[src/rtl/pwr_mode_pkg.sv]
package pwr_mode_pkg;

   typedef enum logic [2:0] {
      MD_FULL   = 3'd0,
      MD_ACTIVE = 3'd1,
      MD_SLEEP  = 3'd2,
      MD_DEEP   = 3'd3,
      MD_HIBER  = 3'd4,
      MD_RSTSEQ = 3'd5
   } pwr_mode_e;

   localparam logic [2:0] RQ_FULL   = 3'd0;
   localparam logic [2:0] RQ_ACTIVE = 3'd1;
   localparam logic [2:0] RQ_SLEEP  = 3'd2;
   localparam logic [2:0] RQ_DEEP   = 3'd3;

   localparam logic [1:0] VR_OFF = 2'b00;

endpackage

[src/rtl/pwr_mode_fsm.sv]
module pwr_mode_fsm
   import pwr_mode_pkg::*;
#(
   parameter int RST_CYC = 16
) (
   input  logic      clk,
   input  logic      rst_n,
   input  logic      req_vld,
   input  logic [2:0] req_code,
   input  logic      vr_wr,
   input  logic [1:0] vr_freq,
   input  logic      err_clr,
   input  logic      wake_gen,
   input  logic      wake_rtc,
   input  logic      wake_eth,
   input  logic      wake_can,
   input  logic      wake_rst,
   input  logic      pll_en_q,
   input  logic      pll_byp_q,
   output pwr_mode_e mode_q,
   output logic      soft_rst,
   output logic      enter_full,
   output logic      cfg_acc,
   output logic      err_q
);

   localparam int CNT_W = (RST_CYC > 1) ? $clog2(RST_CYC) : 1;

   pwr_mode_e nxt;
   logic      bad_req;
   logic      seq_done;
   logic      hib_wake;

   assign hib_wake = wake_eth | wake_can | wake_rtc | wake_rst;

   always_comb begin
      nxt      = mode_q;
      soft_rst = 1'b0;
      bad_req  = 1'b0;
      cfg_acc  = 1'b0;
      case (mode_q)
         MD_FULL, MD_ACTIVE: begin
            if (wake_rst) begin
               nxt      = MD_FULL;
               soft_rst = 1'b1;
            end else begin
               cfg_acc = 1'b1;
               if (vr_wr && vr_freq == VR_OFF) begin
                  nxt = MD_HIBER;
               end else if (req_vld) begin
                  case (req_code)
                     RQ_FULL: begin
                        if (pll_en_q) nxt = MD_FULL;
                        else          bad_req = 1'b1;
                     end
                     RQ_ACTIVE: nxt = MD_ACTIVE;
                     RQ_SLEEP: begin
                        if (pll_en_q) nxt = MD_SLEEP;
                        else          bad_req = 1'b1;
                     end
                     RQ_DEEP: nxt = MD_DEEP;
                     default: bad_req = 1'b1;
                  endcase
               end
            end
         end
         MD_SLEEP: begin
            if (wake_rst) begin
               nxt      = MD_FULL;
               soft_rst = 1'b1;
            end else if (wake_gen) begin
               nxt = pll_byp_q ? MD_ACTIVE : MD_FULL;
            end
         end
         MD_DEEP: begin
            if (wake_rst) begin
               nxt      = MD_FULL;
               soft_rst = 1'b1;
            end else if (wake_rtc) begin
               nxt = MD_ACTIVE;
            end
         end
         MD_HIBER: begin
            if (hib_wake) begin
               nxt      = MD_RSTSEQ;
               soft_rst = 1'b1;
            end
         end
         MD_RSTSEQ: begin
            if (seq_done) nxt = MD_FULL;
         end
         default: nxt = MD_FULL;
      endcase
   end

   assign enter_full = (nxt == MD_FULL) && (mode_q != MD_FULL);

   always_ff @(posedge clk or negedge rst_n) begin
      if (!rst_n) mode_q <= MD_FULL;
      else        mode_q <= nxt;
   end

   always_ff @(posedge clk or negedge rst_n) begin
      if (!rst_n)        err_q <= 1'b0;
      else if (soft_rst) err_q <= 1'b0;
      else if (bad_req)  err_q <= 1'b1;
      else if (err_clr)  err_q <= 1'b0;
   end

   generate
      if (RST_CYC == 1) begin : g_seq_one
         assign seq_done = 1'b1;
      end else begin : g_seq_cnt
         logic [CNT_W-1:0] cnt_q;
         always_ff @(posedge clk or negedge rst_n) begin
            if (!rst_n)                  cnt_q <= '0;
            else if (mode_q != MD_RSTSEQ) cnt_q <= '0;
            else if (!seq_done)          cnt_q <= cnt_q + 1'b1;
         end
         assign seq_done = (cnt_q == CNT_W'(RST_CYC - 1));
      end
   endgenerate


   mode_code_chk: assert property (@(posedge clk) disable iff (!rst_n)
      mode_q inside {MD_FULL, MD_ACTIVE, MD_SLEEP, MD_DEEP, MD_HIBER, MD_RSTSEQ});


   deep_hold_chk: assert property (@(posedge clk) disable iff (!rst_n)
      (mode_q == MD_DEEP && !wake_rtc && !wake_rst) |=> (mode_q == MD_DEEP));


   sleep_wake_chk: assert property (@(posedge clk) disable iff (!rst_n)
      (mode_q == MD_SLEEP && wake_gen && !wake_rst)
      |=> (mode_q == ($past(pll_byp_q) ? MD_ACTIVE : MD_FULL)));


   hib_exit_chk: assert property (@(posedge clk) disable iff (!rst_n)
      (mode_q == MD_HIBER && hib_wake) |=> (mode_q == MD_RSTSEQ));


   pll_off_refuse_chk: assert property (@(posedge clk) disable iff (!rst_n)
      (mode_q == MD_ACTIVE && !wake_rst && !vr_wr && req_vld && !pll_en_q &&
       (req_code == RQ_FULL || req_code == RQ_SLEEP))
      |=> (mode_q == MD_ACTIVE && err_q));


   err_sticky_chk: assert property (@(posedge clk) disable iff (!rst_n)
      (err_q && !err_clr && !soft_rst) |=> err_q);


   rst_wake_chk: assert property (@(posedge clk) disable iff (!rst_n)
      (wake_rst && mode_q != MD_HIBER && mode_q != MD_RSTSEQ) |=> (mode_q == MD_FULL));

endmodule

[src/rtl/pwr_cfg_regs.sv]
module pwr_cfg_regs #(
   parameter int MULT_W   = 6,
   parameter int MULT_DEF = 10
) (
   input  logic              clk,
   input  logic              rst_n,
   input  logic              cfg_acc,
   input  logic              soft_rst,
   input  logic              enter_full,
   input  logic              is_active,
   input  logic              ctl_wr,
   input  logic              ctl_pll_en,
   input  logic              ctl_bypass,
   input  logic [MULT_W-1:0] ctl_mult,
   input  logic              vr_wr,
   input  logic              vr_sdram_hold,
   output logic              pll_en_q,
   output logic              pll_byp_q,
   output logic [MULT_W-1:0] mult_app_q,
   output logic              hold_q
);

   localparam logic [MULT_W-1:0] MULT_RST = MULT_W'(MULT_DEF);

   logic [MULT_W-1:0] mult_stg_q;
   logic              ctl_take;

   assign ctl_take = cfg_acc & ctl_wr;

   always_ff @(posedge clk or negedge rst_n) begin
      if (!rst_n) begin
         pll_en_q   <= 1'b1;
         pll_byp_q  <= 1'b0;
         mult_stg_q <= MULT_RST;
      end else if (soft_rst) begin
         pll_en_q   <= 1'b1;
         pll_byp_q  <= 1'b0;
         mult_stg_q <= MULT_RST;
      end else if (ctl_take) begin
         if (is_active) pll_en_q <= ctl_pll_en;
         pll_byp_q  <= ctl_bypass;
         mult_stg_q <= ctl_mult;
      end
   end

   always_ff @(posedge clk or negedge rst_n) begin
      if (!rst_n)          mult_app_q <= MULT_RST;
      else if (soft_rst)   mult_app_q <= MULT_RST;
      else if (enter_full) mult_app_q <= mult_stg_q;
   end

   // regulator settings survive the soft reset that ends hibernate
   always_ff @(posedge clk or negedge rst_n) begin
      if (!rst_n)                hold_q <= 1'b0;
      else if (cfg_acc && vr_wr) hold_q <= vr_sdram_hold;
   end


   mult_hold_chk: assert property (@(posedge clk) disable iff (!rst_n)
      (!enter_full && !soft_rst) |=> $stable(mult_app_q));

endmodule

[src/rtl/pwr_out_decode.sv]
module pwr_out_decode
   import pwr_mode_pkg::*;
(
   input  logic      clk,
   input  logic      rst_n,
   input  pwr_mode_e mode_q,
   input  logic      pll_en_q,
   input  logic      pll_byp_q,
   input  logic      hold_q,
   output logic      pll_en_o,
   output logic      pll_bypass_o,
   output logic      cclk_en_o,
   output logic      sclk_en_o,
   output logic      vdd_int_en_o,
   output logic      pin_tristate_o,
   output logic      sdram_cke_low_o,
   output logic      dma_l1_ok_o
);

   always_comb begin
      pll_en_o        = 1'b0;
      pll_bypass_o    = 1'b0;
      cclk_en_o       = 1'b0;
      sclk_en_o       = 1'b0;
      vdd_int_en_o    = 1'b1;
      pin_tristate_o  = 1'b0;
      sdram_cke_low_o = 1'b0;
      dma_l1_ok_o     = 1'b0;
      case (mode_q)
         MD_FULL: begin
            pll_en_o    = 1'b1;
            cclk_en_o   = 1'b1;
            sclk_en_o   = 1'b1;
            dma_l1_ok_o = 1'b1;
         end
         MD_ACTIVE: begin
            pll_en_o     = pll_en_q;
            pll_bypass_o = 1'b1;
            cclk_en_o    = 1'b1;
            sclk_en_o    = 1'b1;
            dma_l1_ok_o  = 1'b1;
         end
         MD_SLEEP: begin
            pll_en_o     = 1'b1;
            pll_bypass_o = pll_byp_q;
            sclk_en_o    = 1'b1;
         end
         MD_DEEP: begin
         end
         MD_HIBER: begin
            vdd_int_en_o    = 1'b0;
            pin_tristate_o  = 1'b1;
            sdram_cke_low_o = hold_q;
         end
         MD_RSTSEQ: begin
            pin_tristate_o  = 1'b1;
            sdram_cke_low_o = hold_q;
         end
         default: begin
         end
      endcase
   end


   clk_order_chk: assert property (@(posedge clk) disable iff (!rst_n)
      cclk_en_o |-> sclk_en_o);


   supply_pins_chk: assert property (@(posedge clk) disable iff (!rst_n)
      !vdd_int_en_o |-> pin_tristate_o);


   dma_core_chk: assert property (@(posedge clk) disable iff (!rst_n)
      dma_l1_ok_o |-> cclk_en_o);

endmodule

[src/rtl/pwr_mode_ctl.sv]
module pwr_mode_ctl
   import pwr_mode_pkg::*;
#(
   parameter int MULT_W   = 6,
   parameter int MULT_DEF = 10,
   parameter int RST_CYC  = 16
) (
   input  logic              clk,
   input  logic              rst_n,
   input  logic              req_vld,
   input  logic [2:0]        req_code,
   input  logic              err_clr,
   input  logic              ctl_wr,
   input  logic              ctl_pll_en,
   input  logic              ctl_bypass,
   input  logic [MULT_W-1:0] ctl_mult,
   input  logic              vr_wr,
   input  logic [1:0]        vr_freq,
   input  logic              vr_sdram_hold,
   input  logic              wake_gen,
   input  logic              wake_rtc,
   input  logic              wake_eth,
   input  logic              wake_can,
   input  logic              wake_rst,
   output logic              pll_en_o,
   output logic              pll_bypass_o,
   output logic [MULT_W-1:0] pll_mult_o,
   output logic              cclk_en_o,
   output logic              sclk_en_o,
   output logic              vdd_int_en_o,
   output logic              pin_tristate_o,
   output logic              sdram_cke_low_o,
   output logic              dma_l1_ok_o,
   output logic [2:0]        mode_o,
   output logic              req_err_o
);

   if (MULT_W < 1) begin : g_bad_mult_w
      $error("MULT_W must be at least 1");
   end
   if (MULT_DEF < 0 || MULT_DEF >= (1 << MULT_W)) begin : g_bad_mult_def
      $error("MULT_DEF must fit in MULT_W bits");
   end
   if (RST_CYC < 1) begin : g_bad_rst_cyc
      $error("RST_CYC must be at least 1");
   end

   pwr_mode_e mode_q;
   logic      soft_rst;
   logic      enter_full;
   logic      cfg_acc;
   logic      pll_en_q;
   logic      pll_byp_q;
   logic      hold_q;

   pwr_mode_fsm #(.RST_CYC(RST_CYC)) u_fsm (
      .clk        (clk),
      .rst_n      (rst_n),
      .req_vld    (req_vld),
      .req_code   (req_code),
      .vr_wr      (vr_wr),
      .vr_freq    (vr_freq),
      .err_clr    (err_clr),
      .wake_gen   (wake_gen),
      .wake_rtc   (wake_rtc),
      .wake_eth   (wake_eth),
      .wake_can   (wake_can),
      .wake_rst   (wake_rst),
      .pll_en_q   (pll_en_q),
      .pll_byp_q  (pll_byp_q),
      .mode_q     (mode_q),
      .soft_rst   (soft_rst),
      .enter_full (enter_full),
      .cfg_acc    (cfg_acc),
      .err_q      (req_err_o)
   );

   pwr_cfg_regs #(.MULT_W(MULT_W), .MULT_DEF(MULT_DEF)) u_regs (
      .clk           (clk),
      .rst_n         (rst_n),
      .cfg_acc       (cfg_acc),
      .soft_rst      (soft_rst),
      .enter_full    (enter_full),
      .is_active     (mode_q == MD_ACTIVE),
      .ctl_wr        (ctl_wr),
      .ctl_pll_en    (ctl_pll_en),
      .ctl_bypass    (ctl_bypass),
      .ctl_mult      (ctl_mult),
      .vr_wr         (vr_wr),
      .vr_sdram_hold (vr_sdram_hold),
      .pll_en_q      (pll_en_q),
      .pll_byp_q     (pll_byp_q),
      .mult_app_q    (pll_mult_o),
      .hold_q        (hold_q)
   );

   pwr_out_decode u_dec (
      .clk             (clk),
      .rst_n           (rst_n),
      .mode_q          (mode_q),
      .pll_en_q        (pll_en_q),
      .pll_byp_q       (pll_byp_q),
      .hold_q          (hold_q),
      .pll_en_o        (pll_en_o),
      .pll_bypass_o    (pll_bypass_o),
      .cclk_en_o       (cclk_en_o),
      .sclk_en_o       (sclk_en_o),
      .vdd_int_en_o    (vdd_int_en_o),
      .pin_tristate_o  (pin_tristate_o),
      .sdram_cke_low_o (sdram_cke_low_o),
      .dma_l1_ok_o     (dma_l1_ok_o)
   );

   assign mode_o = mode_q;


   full_pll_chk: assert property (@(posedge clk) disable iff (!rst_n)
      (mode_q == MD_FULL) |-> (pll_en_o && !pll_bypass_o && vdd_int_en_o));


   cke_hold_chk: assert property (@(posedge clk) disable iff (!rst_n)
      sdram_cke_low_o |-> pin_tristate_o);

endmodule

[config.mk]
export PLATFORM = sky130hd
export DESIGN_NAME = pwr_mode_ctl
export DESIGN_NICKNAME = d
export VERILOG_FILES = /design/src/rtl/pwr_mode_pkg.sv /design/src/rtl/pwr_mode_fsm.sv /design/src/rtl/pwr_cfg_regs.sv /design/src/rtl/pwr_out_decode.sv /design/src/rtl/pwr_mode_ctl.sv
export SDC_FILE = /design/constraint.sdc
export NUM_CORES = 1
export LEC_CHECK = 0
export CORE_UTILIZATION = 41
export DETAILED_ROUTE_END_ITERATION = 16
export PLACE_DENSITY_LB_ADDON = 0.08
export SLEW_MARGIN = 15
export SYNTH_ARGS = -nofsm -noshare
export SYNTH_HDL_FRONTEND = slang
export SYNTH_SLANG_ARGS = --single-unit
[constraint.sdc]
create_clock -name clk -period 2.45 [get_ports clk]
set_input_delay 0.49 -clock clk [delete_from_list [all_inputs] [get_ports clk]]
set_output_delay 0.49 -clock clk [all_outputs]
set_load 0.02 [all_outputs]
# Word level (Yosys, flattened, before mapping)
# Index checks and enable logic that the tools add are counted.
# word_totals
reg_bits,23
out_inout_bits,18
word_cells,90
input_bits,25
# classes
bitwise,4
muxes,46
n_reduce_logical,20
addsub,1
n_eq_ne,11
# ops
operator,n
$mux W3,11
$mux W6,4
$mux W1,23
$pmux W3 S5,1
$eq A3 B2 Y1 const B,4
$pmux W3 S4,1
$reduce_or A2 Y1,5
$logic_not A3 Y1,3
$mux W4,2
$pmux W1 S2,4
$eq A3 B1 Y1 const B,2
$eq A3 B3 Y1 const B,2
$reduce_bool A2 Y1,3
$reduce_bool A3 Y1,2
$add A4 B1 Y4 const B,1
$eq A4 B4 Y1 const B,1
$reduce_or A4 Y1,1
$logic_and A1 B1 Y1,3
$ne A3 B3 Y1 const B,1
$or A1 B1 Y1,3
$reduce_or A3 Y1,1
$logic_not A2 Y1,1
$ne A2 B2 Y1 const B,1
$reduce_and A2 Y1,1
$and A1 B1 Y1,1

# Depth between registers and ports, before layout
# Gate-level depths: netlist (run 1).
# depth
depth_word,10
mapped_depth,7
ltp_nobuf,6

# Cells and area by module
# A second synthesis (run 1) with hierarchy kept.
# hier_totals
cells_unflattened,118
hier_area_um2,1288.7
# modules_own_cells
module,cells_each,area_each_um2,seq_area_each_um2,instances
pwr_cfg_regs,57,700.7,381.6,1
pwr_mode_fsm,50,499.2,200.2,1
pwr_out_decode,10,76.3,0.0,1
pwr_mode_ctl,1,12.5,0.0,1

# Worst setup path before layout (run 1)
# No wires, ideal clock.
# synth_path
kind,flip-flop to output port
startpoint,register u_fsm.mode_q[0]
endpoint,output port pll_en_o
setup_slack_ps,298
path_stages_with_launch,4
arrival_time_ps,1662
required_time_ps,1960
path_buffers,1
cell_sequence,dfrtp_1 -> clkbuf_1 -> a21oi_1 -> a21boi_0
# synth_via
elab_chain_cells,3
elab_cells_between_ends,5
classes_between,2 x eq/ne; 1 x mux; 2 x reduce/logical
# synth_lines
element,line_no,text
start: declaration,pwr_mode_fsm.sv:20,"output pwr_mode_e mode_q,"
start signal: assignment,pwr_mode_fsm.sv:100,else mode_q <= nxt;
$eq A3 B2 Y1 / $logic_not A3 Y1 (equally long branches),pwr_out_decode.sv:29,case (mode_q)
$reduce_or A2 Y1 (no source line),--,
$pmux W1 S2 (*),pwr_out_decode.sv:29,
end: declaration,pwr_mode_ctl.sv:25,"output logic pll_en_o,"
# Mark *: on every way between the ends. The rest lies on a longest branch, timed or not.

# Final worst setup path (run 1)
# layout_path
startpoint,register u_fsm.mode_q[1]
endpoint,output port sdram_cke_low_o
# layout_via
elab_chain_cells,3
elab_cells_between_ends,4
classes_between,2 x eq/ne; 1 x mux; 1 x reduce/logical
# layout_lines
element,line_no,text
$eq A3 B3 Y1,pwr_out_decode.sv:29,
$reduce_or A2 Y1 (no source line) (*),--,
$mux W1 (*),pwr_out_decode.sv:29,
end: declaration,pwr_mode_ctl.sv:32,"output logic sdram_cke_low_o,"
# Marks and branches as above.

==> results by group, run 1 <==
Status
  • Status: complete, but fails checks
  • Violated checks: DRC

Finish
  • P&R area growth vs syn: 41.6%
  • Fraction of final layout cells sized beyond drive strength 1: 0.154
  • Number of nets at the end of the flow: between 200 and 250
  • Storage element area: 583 sq um
  • Diode count: 0
  • Number of inserted filler cells in the final layout: 255
  • Area of the multi-input gates: ~630 sq um

Detailed routing
  • Detailed-route DRC error count: 3
  • Initial DRT Pass Iterations: 10
  • Count of nets left with antenna violations after detail routing: 0
  • Number of vias per cell after detailed routing: 5.31
  • Iteration-0 DRC Markers: approximately 50
  • Post-DR wirelength/cell: about 14 um
  • Wire length reported by the detailed router: 2910 um
  • Total via count after detailed routing: 1,094

Floorplanning
  • Placeable core region: 0.00283 sq mm
  • Height of the die: 57.2 um
  • Total Die Area: between 0.003 and 0.004 sq mm
  • Number of top-level pins: 43
  • Overall die width: 57.2 um
  • Starting density of the core: 0.441
  • FP Rows: 19

Global routing
  • Via count of the first global-routing pass: 1,065
  • Maximum number of pins on one net before global-route repair: 24
  • Overflow after GRT: 0
  • Total track usage: 0.195
  • Initial antenna violation count: 0
  • First-pass GRT wire length: a little under 5000 um

STA
  • Post-Route Setup TNS: 0 ns
  • Slew of the pin with the lowest slew margin: 0.787 ns
  • Smallest setup slack after layout: 0.151 ns
  • Final setup fails: 0
  • Slew HR: 0.470
  • Max-slew violations: 0
  • Time the final worst path needs with I/O delays and setup: about 2.3 ns
  • Final worst path period share: 0.939
  • Max Clock Freq: 435 MHz
  • Final hold violation count: 0
  • Largest clock skew in the final design: 0.00174 ns
  • Unrepaired setup endpoints after global routing: no

Power and ir drop
  • Leakage power figure: 0.000743 uW
  • Internal portion of total power: 993 uW
  • Clock network fraction of design power: 0.109
  • Power density of the placed cells: approximately 940 mW/mm^2
  • Worst IR Drop VDD: 0.544 mV
  • Power, Total: 1670 uW
  • Fraction of power consumed by sequential logic: 0.337
  • Comb pwr share: 0.554
  • Net switching power: 672 uW
  • Switching Fraction: 0.404

Critical path
  • Worst Path Required: around 2.0 ns
  • FF-to-FF Start: u_fsm.mode_q[2]
  • CP Capture Point: sdram_cke_low_o
  • Worst-case register-to-register setup slack: approximately 0.61 ns
  • Category of the critical setup timing path: register to output port
  • Length in cells of the worst reg-to-reg path: 7
  • Largest incremental delay on the critical path: 0.61 ns
  • Critical path data arrival time: 1.81 ns
  • Critical path capture point type: output port
  • Maximum fanout along the worst path: 5
  • Worst reg2reg path endpoint: u_regs.mult_app_q[1]
  • Startpoint kind of the worst setup timing path: register
  • Worst Setup SP: u_fsm.mode_q[1]
  • Cell with the biggest individual delay on the critical path: clkdlybuf4s50_1
  • List of cells traversed by the critical path: and2b_2, and2_1, clkdlybuf4s50_1

Job
  • Reported max-cap violation count: 0

Synth
  • Area share of xor/xnor cells in the synthesized design: 0.00701
  • Main combinational cell family by area after synthesis: simple AND/OR/NAND/NOR gates
  • Flop and latch count out of synthesis: 23
  • Compound-cell area share of the yosys netlist: 0.136
  • Portion of the post-synthesis area used by sequential elements: 0.466
  • Yosys warning count: 0
  • Post-Syn Area per Cell: 9.83 sq um
  • Main synth FF type: dfrtp_1
  • Async S/R FF share, synth: 1.00
  • Net count of the mapped netlist: 153
  • Number of unique standard cell types used by synthesis: 41
  • Synth area leaders: dfrtp_1 (36%), dfstp_2 (11%), mux2i_1 (6.4%), nand2_1 (5.7%), nor2_1 (3.9%)
  • List of most frequent post-synthesis cells: nand2_1 (19), dfrtp_1 (18), nor2_1 (13)
  • Mux contribution to synthesized area: 0.0822
  • Post-synthesis instance total: 127
  • Adder and majority cell fraction of the synthesized area: 0.0100
  • Share of the synthesized area in the top cell type: 0.361
  • Most numerous cell in the Yosys netlist: nand2_1
  • Basic-gate share of the synthesized area counting and, or, nand and nor cells: 0.267
  • Mapped cell area: around 0.0012 sq mm
  • Dominant cell type by area after synthesis: dfrtp_1
  • Number of enable flip-flop cells after synthesis: 0

Place
  • IO buf count: 42
  • Placer Congestion: 0.813
  • Detailed placer's ending HPWL: 2220 um
  • Setup slack after placement: 0.0852 ns

CTS
  • TritonCTS clock tree: yes
  • Master cell of the clock root buffer: clkbuf_4
  • Sink Count: 23
  • Clock-pin slew reported for the worst setup and hold paths after clock tree synthesis: 0.13 ns
  • H-Tree Depth: 1
  • Clk_lat worst skew: approximately 0.31 ns
  • Num CTS Buffers: 3
  • Maximum root-to-sink buffer count: 2
  • CTS hold repair buffers: 0

Hold path
  • Path type of the worst min-delay path: input port to async pin
## worst min path at each step
stage	startpoint	end	slack, ns	cells past startpoint
after floorplan	rst_n	u_fsm.err_q	0.19	0
after global placement	u_regs.hold_q	u_regs.hold_q	0.49	1
after detailed placement	u_regs.hold_q	u_regs.hold_q	0.49	1
after CTS	rst_n	u_regs.hold_q	0.52	2
after global routing	rst_n	u_fsm.err_q	0.55	2
final	rst_n	u_fsm.g_seq_cnt.cnt_q[3]	0.52	2
## state kept, by name, summed over array words and instances (netlist names)
name	flops
u_fsm.err_q	1
u_fsm.g_seq_cnt.cnt_q	4
u_fsm.mode_q	3
u_regs.hold_q	1
u_regs.mult_app_q	6
u_regs.mult_stg_q	6
u_regs.pll_byp_q	1
u_regs.pll_en_q	1
## cell type report
class                           count  area share
Clock inverter                      1     0.00283
Timing Repair Buffer               50       0.273
Multi-Input combinational cell     96       0.355
Inverter                            2     0.00425
Tap cell                           31      0.0219
Sequential cell                    23       0.330
Clock buffer                        3      0.0127
## cell families after synthesis
kind of cell               Yosys count
DFF                                 23
AOI/OAI and AO/OA                   24
muxes                               10
buffers and inverters                8
adders and majority gates            1
xor gates and xnor gates             1
and+or+nand+nor                     60
## cells in the final DEF, fill, tap and decap left out, types with 2 or more instances in the layout
master	n
clkbuf_4	3
dfstp_2	5
nand3_1	2
clkdlybuf4s50_1	41
buf_4	8
dfrtp_1	17
nor3_1	2
o21a_1	2
nand2_1	19
inv_1	2
a21oi_1	6
nand3b_1	4
nor2_1	13
nor2b_1	2
nand2b_1	5
and2_1	2
mux2_2	2
o21ai_0	7
mux2i_1	8
nor3_2	2
## power by group through the flow
stage	sequential, uW	combinational, uW	clock [uW]
after global placement	564	910	0
after CTS	560	928	190
final	562	923	181
after floorplan	583	545	0
after detailed placement	567	925	0
after global routing	578	993	198
## metrics by stage
step | hold WS [ns] | util | instances | instance area, sq um
finish | 0.518 | 0.625 | 206 | 1770
global route | 0.546 | 0.625 | 206 | 1770
CTS | 0.521 | 0.623 | 206 | 1760
detailed placement | 0.494 | 0.613 | 202 | 1740
global placement | 0.486 | 0.613 | 202 | 1740
floorplan | 0.194 | - | 127 | 1250
## metal layers
metal / wire (um) / vias up / GRT usage
met5: 0 / - / 0
met3: 153 / 6 / 0.0317
met1: 1370 / 509 / 0.275
li1: - / 543 / -
met2: 1340 / 36 / 0.304
met4: 49 / 0 / 0.0732
## worst max-delay path: cells and delay by family (launching register included)
kind,cells,cell delay (ns)
buffers and inverters,1,0.61
DFF,1,0.43
and+or+nand+nor,2,0.45
## what timing repair did
| action | 4_1_cts | 5_1_grt |
|---|---|---|
| setup endpoints to repair | 0 | 2 |
| setup buffers | 0 | 0 |
| gates resized for setup | 0 | 3 |
Note: power is estimated with default switching activity, not from simulation.
==> run 2: changes to the inputs <==
CTS_CLUSTER_SIZE = 24   (was default)
==> results of run 2 <==
Final layout, timing and power as in run 1 (identical DEF).
==> run 3: changes to the inputs <==
ABC_CLOCK_PERIOD_IN_PS = 2450   (was default)
==> results of run 3 <==
Final layout, timing and power as in run 1 (identical DEF).
